### src/rtl/nvm_regs_pkg.sv
package nvm_regs_pkg;

    localparam int DATA_W  = 8;
    localparam int NFLAG   = 3;

    // status bit positions (software decodes these)
    localparam int POS_AE  = 4;
    localparam int POS_PV  = 5;
    localparam int POS_CBE = 7;

    // divider register layout
    localparam int DIVF_W   = 6;
    localparam int POS_PRE  = 6;
    localparam int POS_LOCK = 7;

    // flag vector index order: [2]=buffer empty, [1]=prot viol, [0]=access err
    localparam int IDX_AE  = 0;
    localparam int IDX_PV  = 1;
    localparam int IDX_CBE = 2;

    typedef struct packed {
        logic cbe;
        logic pviol;
        logic accerr;
    } nvm_flags_t;

    typedef struct packed {
        logic              lock;
        logic              pre8;
        logic [DIVF_W-1:0] val;
    } nvm_div_t;

    function automatic int flag_pos(input int idx);
        case (idx)
            IDX_AE:  return POS_AE;
            IDX_PV:  return POS_PV;
            default: return POS_CBE;
        endcase
    endfunction

    function automatic logic flag_rst_val(input int idx);
        return (idx == IDX_CBE);
    endfunction

    function automatic logic [DATA_W-1:0] pack_status(input nvm_flags_t f);
        logic [DATA_W-1:0] b;
        b          = '0;
        b[POS_CBE] = f.cbe;
        b[POS_PV]  = f.pviol;
        b[POS_AE]  = f.accerr;
        return b;
    endfunction

endpackage

### src/rtl/nvm_w1c_cell.sv
module nvm_w1c_cell #(
    parameter logic RST_VAL = 1'b0
) (
    input  logic clk,
    input  logic rst,
    input  logic hw_set,
    input  logic sw_clr,
    output logic q,
    output logic clr_taken
);
    // a clear only takes effect on a set flag and when no set competes
    assign clr_taken = sw_clr & q & ~hw_set;

    always_ff @(posedge clk) begin
        if (rst)            q <= RST_VAL;
        else if (hw_set)    q <= 1'b1;
        else if (sw_clr)    q <= 1'b0;
    end
endmodule

### src/rtl/nvm_stat_reg.sv
module nvm_stat_reg
    import nvm_regs_pkg::*;
(
    input  logic              clk,
    input  logic              rst,
    input  logic              wr_stat,
    input  logic [DATA_W-1:0] wdata,
    input  logic [NFLAG-1:0]  hw_set,
    output logic [NFLAG-1:0]  flags,
    output logic              launch
);
    logic [NFLAG-1:0] clr_req;
    logic [NFLAG-1:0] clr_taken;

    for (genvar i = 0; i < NFLAG; i++) begin : g_flag
        assign clr_req[i] = wr_stat & wdata[flag_pos(i)];

        nvm_w1c_cell #(
            .RST_VAL (flag_rst_val(i))
        ) u_cell (
            .clk       (clk),
            .rst       (rst),
            .hw_set    (hw_set[i]),
            .sw_clr    (clr_req[i]),
            .q         (flags[i]),
            .clr_taken (clr_taken[i])
        );
    end

    always_ff @(posedge clk) begin
        if (rst) launch <= 1'b0;
        else     launch <= clr_taken[IDX_CBE];
    end
endmodule

### src/rtl/nvm_div_reg.sv
module nvm_div_reg
    import nvm_regs_pkg::*;
(
    input  logic              clk,
    input  logic              rst,
    input  logic              wr_div,
    input  logic [DATA_W-1:0] wdata,
    output nvm_div_t          div_q
);
    always_ff @(posedge clk) begin
        if (rst) begin
            div_q <= '0;
        end else if (wr_div && !div_q.lock) begin
            div_q.lock <= 1'b1;
            div_q.pre8 <= wdata[POS_PRE];
            div_q.val  <= wdata[DIVF_W-1:0];
        end
    end
endmodule

### src/rtl/nvm_ctl_regs.sv
module nvm_ctl_regs
    import nvm_regs_pkg::*;
#(
    parameter int ADDR_W    = 2,
    parameter int STAT_ADDR = 0,
    parameter int DIV_ADDR  = 1
) (
    input  logic              clk,
    input  logic              rst,
    input  logic [ADDR_W-1:0] bus_addr,
    input  logic              bus_we,
    input  logic [7:0]        bus_wdata,
    output logic [7:0]        bus_rdata,
    input  logic              hw_done,
    input  logic              hw_acc_err,
    input  logic              hw_prot_viol,
    output logic              cmd_launch,
    output logic              div_loaded,
    output logic              div_pre8,
    output logic [5:0]        div_value
);
    localparam logic [ADDR_W-1:0] A_STAT = ADDR_W'(STAT_ADDR);
    localparam logic [ADDR_W-1:0] A_DIV  = ADDR_W'(DIV_ADDR);

    logic             sel_stat, sel_div;
    logic [NFLAG-1:0] hw_set;
    logic [NFLAG-1:0] flags;
    nvm_flags_t       flag_s;
    nvm_div_t         div_q;

    assign sel_stat = (bus_addr == A_STAT);
    assign sel_div  = (bus_addr == A_DIV);

    always_comb begin
        hw_set          = '0;
        hw_set[IDX_AE]  = hw_acc_err;
        hw_set[IDX_PV]  = hw_prot_viol;
        hw_set[IDX_CBE] = hw_done;
    end

    nvm_stat_reg u_stat (
        .clk     (clk),
        .rst     (rst),
        .wr_stat (bus_we & sel_stat),
        .wdata   (bus_wdata),
        .hw_set  (hw_set),
        .flags   (flags),
        .launch  (cmd_launch)
    );

    nvm_div_reg u_div (
        .clk    (clk),
        .rst    (rst),
        .wr_div (bus_we & sel_div),
        .wdata  (bus_wdata),
        .div_q  (div_q)
    );

    always_comb begin
        flag_s.cbe    = flags[IDX_CBE];
        flag_s.pviol  = flags[IDX_PV];
        flag_s.accerr = flags[IDX_AE];
    end

    always_comb begin
        if (sel_stat)     bus_rdata = pack_status(flag_s);
        else if (sel_div) bus_rdata = div_q;
        else              bus_rdata = '0;
    end

    assign div_loaded = div_q.lock;
    assign div_pre8   = div_q.pre8;
    assign div_value  = div_q.val;
endmodule

### config.mk
export PLATFORM = sky130hd
export DESIGN_NAME = nvm_ctl_regs
export DESIGN_NICKNAME = d
export VERILOG_FILES = /design/src/rtl/nvm_regs_pkg.sv /design/src/rtl/nvm_w1c_cell.sv /design/src/rtl/nvm_stat_reg.sv /design/src/rtl/nvm_div_reg.sv /design/src/rtl/nvm_ctl_regs.sv
export SDC_FILE = /design/constraint.sdc
export NUM_CORES = 1
export LEC_CHECK = 0
export BUFFER_PORTS_ARGS = -buffer_cell sky130_fd_sc_hd__buf_2
export CAP_MARGIN = 20
export CORE_UTILIZATION = 43
export DETAILED_ROUTE_END_ITERATION = 7
export HOLD_SLACK_MARGIN = 0.06
export PLACE_DENSITY = 0.89
export SKIP_LAST_GASP = 1
export SLEW_MARGIN = 10
export SYNTH_ARGS = -nofsm -noshare
export SYNTH_HDL_FRONTEND = slang
export SYNTH_HIERARCHICAL = 1
export SYNTH_SLANG_ARGS = --single-unit
### constraint.sdc
create_clock -name clk -period 1.07 [get_ports clk]
set_input_delay 0 -clock clk [delete_from_list [all_inputs] [get_ports clk]]
set_output_delay 0 -clock clk [all_outputs]
set_load 0.02 [all_outputs]
* Yosys cells after proc, flatten, opt, wreduce, memory -nomap -nowiden
Cells that the tools add are included.
** Operators by class
- Reduce and logical (&&, ||, !) cells :: 6
- Bitwise gates (word level) :: 8
- Eq/ne operators :: 1
- Multiplexer cells :: 6
** Operator list (count)
- $mux W8 :: 2
- $and A1 B1 Y1 :: 7
- $mux W1 :: 4
- $reduce_bool A2 Y1 :: 2
- $eq A2 B1 Y1 const B :: 1
- $logic_not A2 Y1 :: 1
- $reduce_or A2 Y1 :: 1
- $logic_and A1 B1 Y1 :: 1
- $logic_not A1 Y1 :: 1
- $not A1 Y1 :: 1
** Word-level totals
- Input bits :: 16
- Logic and storage cells :: 28
- Register bits :: 12

* Logic depth before layout (Yosys ltp)
Gate-level depths: netlist (run 1).
- Word-level depth :: 5
- Mapped depth :: 6

* Cells and area by module
The synthesis (run 1) kept the hierarchy.
** By module, submodules not included
- nvm_div_reg :: instances 1, area an instance 347.8 µm², sequential area each 160.2 µm², cells an instance 33
- nvm_ctl_regs :: instances 1, area an instance 111.4 µm², sequential area each 0.0 µm², cells an instance 15
- nvm_w1c_cell (u_stat.g_flag[0].u_cell ...) :: instances 2, area an instance 46.3 µm², sequential area each 20.0 µm², cells an instance 5
- nvm_stat_reg :: instances 1, area an instance 45.0 µm², sequential area each 20.0 µm², cells an instance 5
- nvm_w1c_cell (u_stat.g_flag[2].u_cell) :: instances 1, area an instance 40.0 µm², sequential area each 20.0 µm², cells an instance 6

* Worst setup path after synthesis (run 1)
Ideal clock, no wire load.
- Kind :: flip-flop to flip-flop
- Start point :: register u_div/div_q[7] (netlist name)
- End point :: register u_div/div_q[2] (netlist name)
- Stages on the path, launching flop included :: 3
- Setup time :: 0.069 ns
- Setup slack :: 0.113 ns
- Clock period less this slack :: 0.957 ns
- Data arrival time :: 0.888 ns
- Cell sequence :: dfxtp_1 -> and2b_4 -> o21ai_1
** On the way
- Word-level cells in the longest chain between the ends :: 2
** RTL lines
- $logic_not A1 Y1 :: line nvm_div_reg.sv:13 : end else if (wr_div && !div_q.lock) begin
- $logic_and A1 B1 Y1 :: line nvm_div_reg.sv:13
No other way between the ends.
A chain may end at the register's enable or synchronous reset.

* Worst setup path in the final report (run 1)
- Start point :: register u_div/div_q[7] (netlist name)
- End point :: output port bus_rdata[7]
** On the way
- Word-level cells in the longest chain between the ends :: 2
** RTL lines
- $mux W8 :: line nvm_ctl_regs.sv:67 : else if (sel_div) bus_rdata = div_q;
- $mux W8 :: line nvm_ctl_regs.sv:66 : if (sel_stat) bus_rdata = pack_status(flag_s);
- end, declared :: line nvm_ctl_regs.sv:13 : output logic [7:0] bus_rdata,
No other way between the ends.

==> run_results.csv, run 1 <==
group,metric,value,unit
placement,portBuffers,32,
timing,slew_viol_final,0,
clock_network,path_clk_slew,80,ps
placement,hpwl,965,um
critical_path,path_cells,"mux2i_1 > nor2_1 > buf_2",
die,core,1320,um^2
synth,syn_inst,67,
die,rows,13,
clock_network,clock-sinks,12,
critical_path,cpPeakStageDelay,400,ps
finish,finalCoreUtilization,0.712,
detailed_routing,drt_iter0_drc,11,
synth,yosys_warnings,6,
finish,fillCellCount,101,
die,die_width,40.0,um
timing,clock-skew-final,6.27,ps
job,maxCapViolations,0,
clock_network,cts_setup_buffers,0,
global_route,antenna_found_initial,0,
timing,worstMarginPinSlew,317,ps
clock_network,cts_tree,"built",
timing,rsz0062_at_grt,"no",
die,die_h,40.0,um
detailed_routing,wire_per_inst,11.7,um
finish,fin_nets,131,
finish,layout-drive-gt1-share,0.381,
die,boundaryPins,33,
critical_path,critPathArrivalTime,1010,ps
finish,synthToLayoutAreaGrowth,50.9,%
critical_path,cp.required,1070,ps
critical_path,crit_type,"reg2out",
global_route,grt_first_pass_wirelength,2130,um
clock_network,clockRootBuffer,"clkbuf_4",
clock_network,h-tree-depth,1,
clock_network,insertion_delay,280,ps
synth,syn-num-nets,83,
finish,multi_input_area,354,um^2
timing,fmax,993,MHz
critical_path,startpoint_type,"flip-flop",
clock_network,cts_buffers,3,
run_status,status,"finished clean",
timing,final.min_clock_period,1010,ps
power_and_ir_drop,p_leak,0.457,nW
critical_path,cp-end-kind,"output pin",
timing,relSlewSlack,0.788,
placement,gp_congestion,0.848,
finish,area.sequential,244,um^2
timing,setup_violations,0,
power_and_ir_drop,p_per_area,1010,nW/um^2
power_and_ir_drop,vdd_drop_max,0.841,mV
die,initial_core_util,0.472,
detailed_routing,antenna_left,0,
detailed_routing,first_pass_iters,4,
timing,finalHoldViolCount,0,
global_route,grt_use_total,0.210,
die,die_area,1600,um^2
synth,synth_area_per_cell,9.28,um^2
synth,synth_area,622,um^2
detailed_routing,vias,619,
critical_path,path_max_fanout,11,
detailed_routing,remaining_drc_errors,0,
global_route,globalRoute.totalOverflow,0,
finish,antenna_cells,0,
detailed_routing,wl,1490,um
hold_path,hold_path_class,"in2reg",
global_route,grt_pass1_vias,488,
critical_path,critPathSlowestCell,"dfxtp_4",
global_route,grt_max_degree,20,
clock_network,clock_path_buffers,2,
timing,tns,0,ps
timing,finalCritPeriodShare,0.941,
detailed_routing,viasPerCell,4.84,
state kept, by name, indices dropped and copies added, names as in the netlist:
register	count
u_div/div_q	8
u_stat/launch	1
u_stat/g_flag.u_cell/q	3
worst max-delay path, delay by kind of cell (launching register included):
family / cells / cell delay, ps
buf+inv: 1 / 170
flops: 1 / 400
simple gates: 1 / 80
mux: 1 / 80
per-stage QoR:
stage          area, um^2  setup slack (ps)  power (W)  hold WS, ps  instances
2_1_floorplan         622               113   0.000581         62.4         67
3_3_place_gp          792               152   0.000639          221        113
3_5_place_dp          792               117   0.000643          225        113
4_1_cts               936              30.5   0.000954          237        128
5_1_grt               938            0.0262    0.00100          285        128
6_report              938              63.1   0.000950          243        128
where the power goes:
group	total [W]	leakage [nW]	internal, W	switching, W
logic	0.000190	0.345	0.000102	0.0000882
clock network	0.000283	0.0138	0.000130	0.000153
registers	0.000477	0.0987	0.000463	0.0000138
total	0.000950	0.457	0.000695	0.000255
path summary, 6_finish.rpt:
kind | from | to | slack (ps) | cells past startpoint
max | u_div/div_q[7]$_SDFFE_PP0P_ | bus_rdata[7] | 60 | 3
min | bus_we | u_div/div_q[7]$_SDFFE_PP0P_ | 240 | 5
max reg2reg | u_div/div_q[7]$_SDFFE_PP0P_ | u_div/div_q[6]$_SDFFE_PP0P_ | 170 | 2
min reg2reg | u_div/div_q[0]$_SDFFE_PP0P_ | u_div/div_q[0]$_SDFFE_PP0P_ | 490 | 2
placed cells by master, fill, tap and decap left out:
cell type,n
o21ai_2,2
nand2b_1,9
inv_1,3
mux2i_1,3
nor2_1,7
a21oi_2,2
nand2_1,1
and2b_4,1
dfxtp_1,11
buf_4,1
dfxtp_4,1
o21ai_1,6
nor2b_1,1
clkbuf_4,3
nor3b_1,1
dlygate4sd3_1,12
and2_1,9
nor2b_4,1
nand4bb_1,7
buf_2,32
area by class of cell:
type / count / area share
Clock buffer: 3 / 0.0240
Inverter: 3 / 0.0120
Multi-Input combinational cell: 50 / 0.377
Sequential cell: 12 / 0.260
Tap cell: 15 / 0.0200
Timing Repair Buffer: 45 / 0.307
timing repair:
item / CTS / global route
hold buffers: 12 / 0
gates cloned: 0 / 0
hold endpoints to repair: 11 / 0
endpoints found under the setup margin: 1 / 1
resized for setup: 1 / 1
per-layer routing:
layer  GRT usage  up-vias  wire [um]
met5           0        -          0
met4       0.198        0         42
met3      0.0500        4         48
met2       0.290       15        675
met1       0.263      278        726
li1            -      322          -
No activity file was read; power rests on OpenSTA's default activity.
==> run 2: changes to the inputs <==
--- a/config.mk
+++ b/config.mk
@@ -5,12 +5,13 @@
 export SDC_FILE = /design/constraint.sdc
 export NUM_CORES = 1
 export LEC_CHECK = 0
+export ABC_AREA = 1
 export BUFFER_PORTS_ARGS = -buffer_cell sky130_fd_sc_hd__buf_2
 export CAP_MARGIN = 20
-export CORE_UTILIZATION = 43
+export CORE_UTILIZATION = 42
 export DETAILED_ROUTE_END_ITERATION = 7
 export HOLD_SLACK_MARGIN = 0.06
-export PLACE_DENSITY = 0.89
+export PLACE_DENSITY = 0.87
 export SKIP_LAST_GASP = 1
 export SLEW_MARGIN = 10
 export SYNTH_ARGS = -nofsm -noshare
==> run_results.csv, run 2 <==
group,metric,value,unit
critical_path,cp.required,1070,ps
critical_path,path_max_fanout,4,
synth,synth_area_per_cell,6.18,um^2
synth,synth_area,618,um^2
die,rows,13,
power_and_ir_drop,power.total,0.00107,W
die,die_h,40.4,um
clock_network,path_clk_slew,80,ps
detailed_routing,viasPerCell,4.58,
finish,largest_reg_flops,8,
detailed_routing,antenna_left,0,
placement,portBuffers,32,
clock_network,cts_tree,"built",
die,die_area,1630,um^2
placement,gp_congestion,0.796,
power_and_ir_drop,p_per_area,1130,nW/um^2
timing,fmax,1020,MHz
finish,reg_top3,"u_div/div_q x8, u_stat/g_flag.u_cell/q x3, u_stat/launch x1",
finish,layout-drive-gt1-share,0.318,
synth,syn-num-nets,116,
placement,hpwl,1110,um
timing,timing.hold.ws,78.6,ps
synth,yosys_warnings,6,
placement,dpl_worst_slack,125,ps
critical_path,crit_type,"reg2out",
finish,final_common_cell,"buf_2",
timing,setup_violations,0,
timing,tns,0,ps
detailed_routing,vias,746,
detailed_routing,remaining_drc_errors,0,
critical_path,critPathArrivalTime,980,ps
clock_network,cts_buffers,3,
job,maxCapViolations,0,
power_and_ir_drop,vdd_drop_max,0.869,mV
timing,clock-skew-final,8.22,ps
global_route,antenna_found_initial,0,
hold_path,hold_path_class,"in2reg",
critical_path,startpoint_type,"flip-flop",
finish,finalCoreUtilization,0.711,
critical_path,cpPeakStageDelay,400,ps
clock_network,h-tree-depth,1,
global_route,grt_use_total,0.227,
timing,finalHoldViolCount,0,
detailed_routing,wl,1700,um
timing,final.min_clock_period,979,ps
run_status,status,"finished clean",
clock_network,clockRootBuffer,"clkbuf_4",
finish,largest_register,"u_div/div_q",
die,boundaryPins,33,
timing,worstMarginPinSlew,473,ps
power_and_ir_drop,p_leak,0.548,nW
global_route,globalRoute.totalOverflow,0,
timing,rsz0062_at_grt,"no",
detailed_routing,drt_iter0_drc,30,
timing,relSlewSlack,0.682,
die,die_width,40.4,um
global_route,grt_max_degree,9,
clock_network,clock_path_buffers,2,
global_route,grt_first_pass_wirelength,2420,um
die,core,1330,um^2
clock_network,clock-sinks,12,
finish,fin_nets,165,
timing,finalCritPeriodShare,0.915,
critical_path,cp-end-kind,"output pin",
finish,antenna_cells,0,
clock_network,insertion_delay,270,ps
detailed_routing,wire_per_inst,10.4,um
critical_path,critPathSlowestCell,"dfxtp_2",
synth,syn_inst,100,
finish,final_cell_mix,"buf_2 (32), inv_1 (24), nor2_1 (22), nand2_1 (21)",
timing,worst_slack,91.4,ps
detailed_routing,first_pass_iters,4,
finish,synthToLayoutAreaGrowth,53.4,%
critical_path,path_cells,"nand3_1 > nand2_1 > buf_2",
die,initial_core_util,0.463,
global_route,grt_pass1_vias,569,
timing,slew_viol_final,0,
## run 2: final cells by class
cell class | instances | area, um^2
Inverter | 26 | 97.6
Clock buffer | 4 | 36.3
Timing Repair Buffer | 45 | 285
Fill cell | 107 | 385
Sequential cell | 12 | 241
Tap cell | 15 | 18.8
Multi-Input combinational cell | 61 | 269
## run 2: final timing paths
kind / start / endpoint / depth (start not counted) / slack (ps)
worst max-delay path: u_div/div_q[7]$_SDFFE_PP0P_ / bus_rdata[7] / 3 / 90
worst min register to register: u_stat/g_flag[1].u_cell/q$_SDFFE_PP0P_ / u_stat/g_flag[1].u_cell/q$_SDFFE_PP0P_ / 2 / 470
worst max register to register: u_div/div_q[7]$_SDFFE_PP0P_ / u_div/div_q[0]$_SDFFE_PP0P_ / 3 / 280
worst min-delay path: bus_wdata[4] / u_div/div_q[4]$_SDFFE_PP0P_ / 5 / 80
## run 2: critical path, delay by kind of cell (launching register included)
kind | cells | cell delay (ps)
simple gates | 2 | 160
flops | 1 | 400
buf+inv | 1 | 150
## run 2: routing by layer
metal / global-route usage / routed length, um
met5: 0 / 0
met4: 0.100 / 31
met3: 0.0722 / 84
met2: 0.345 / 850
met1: 0.289 / 731
## run 2: per-stage QoR
| stage | instances | cell area, um^2 |
|---|---|---|
| after floorplan | 100 | 618 |
| after CTS | 163 | 947 |
| after global placement | 148 | 801 |
| after global routing | 163 | 948 |
| final | 163 | 948 |
| after detailed placement | 148 | 801 |
## run 2: power breakdown
group	internal [W]	switching [W]
clock network	0.000207	0.000150
logic	0.0000995	0.000126
registers	0.000469	0.0000180
## run 2: what timing repair did
item / CTS / global route
setup buffers: 0 / 0
endpoints found under the setup margin: 0 / 1
resized for setup: 0 / 1
endpoints found under the hold margin: 11 / 0
hold buffers: 11 / 0
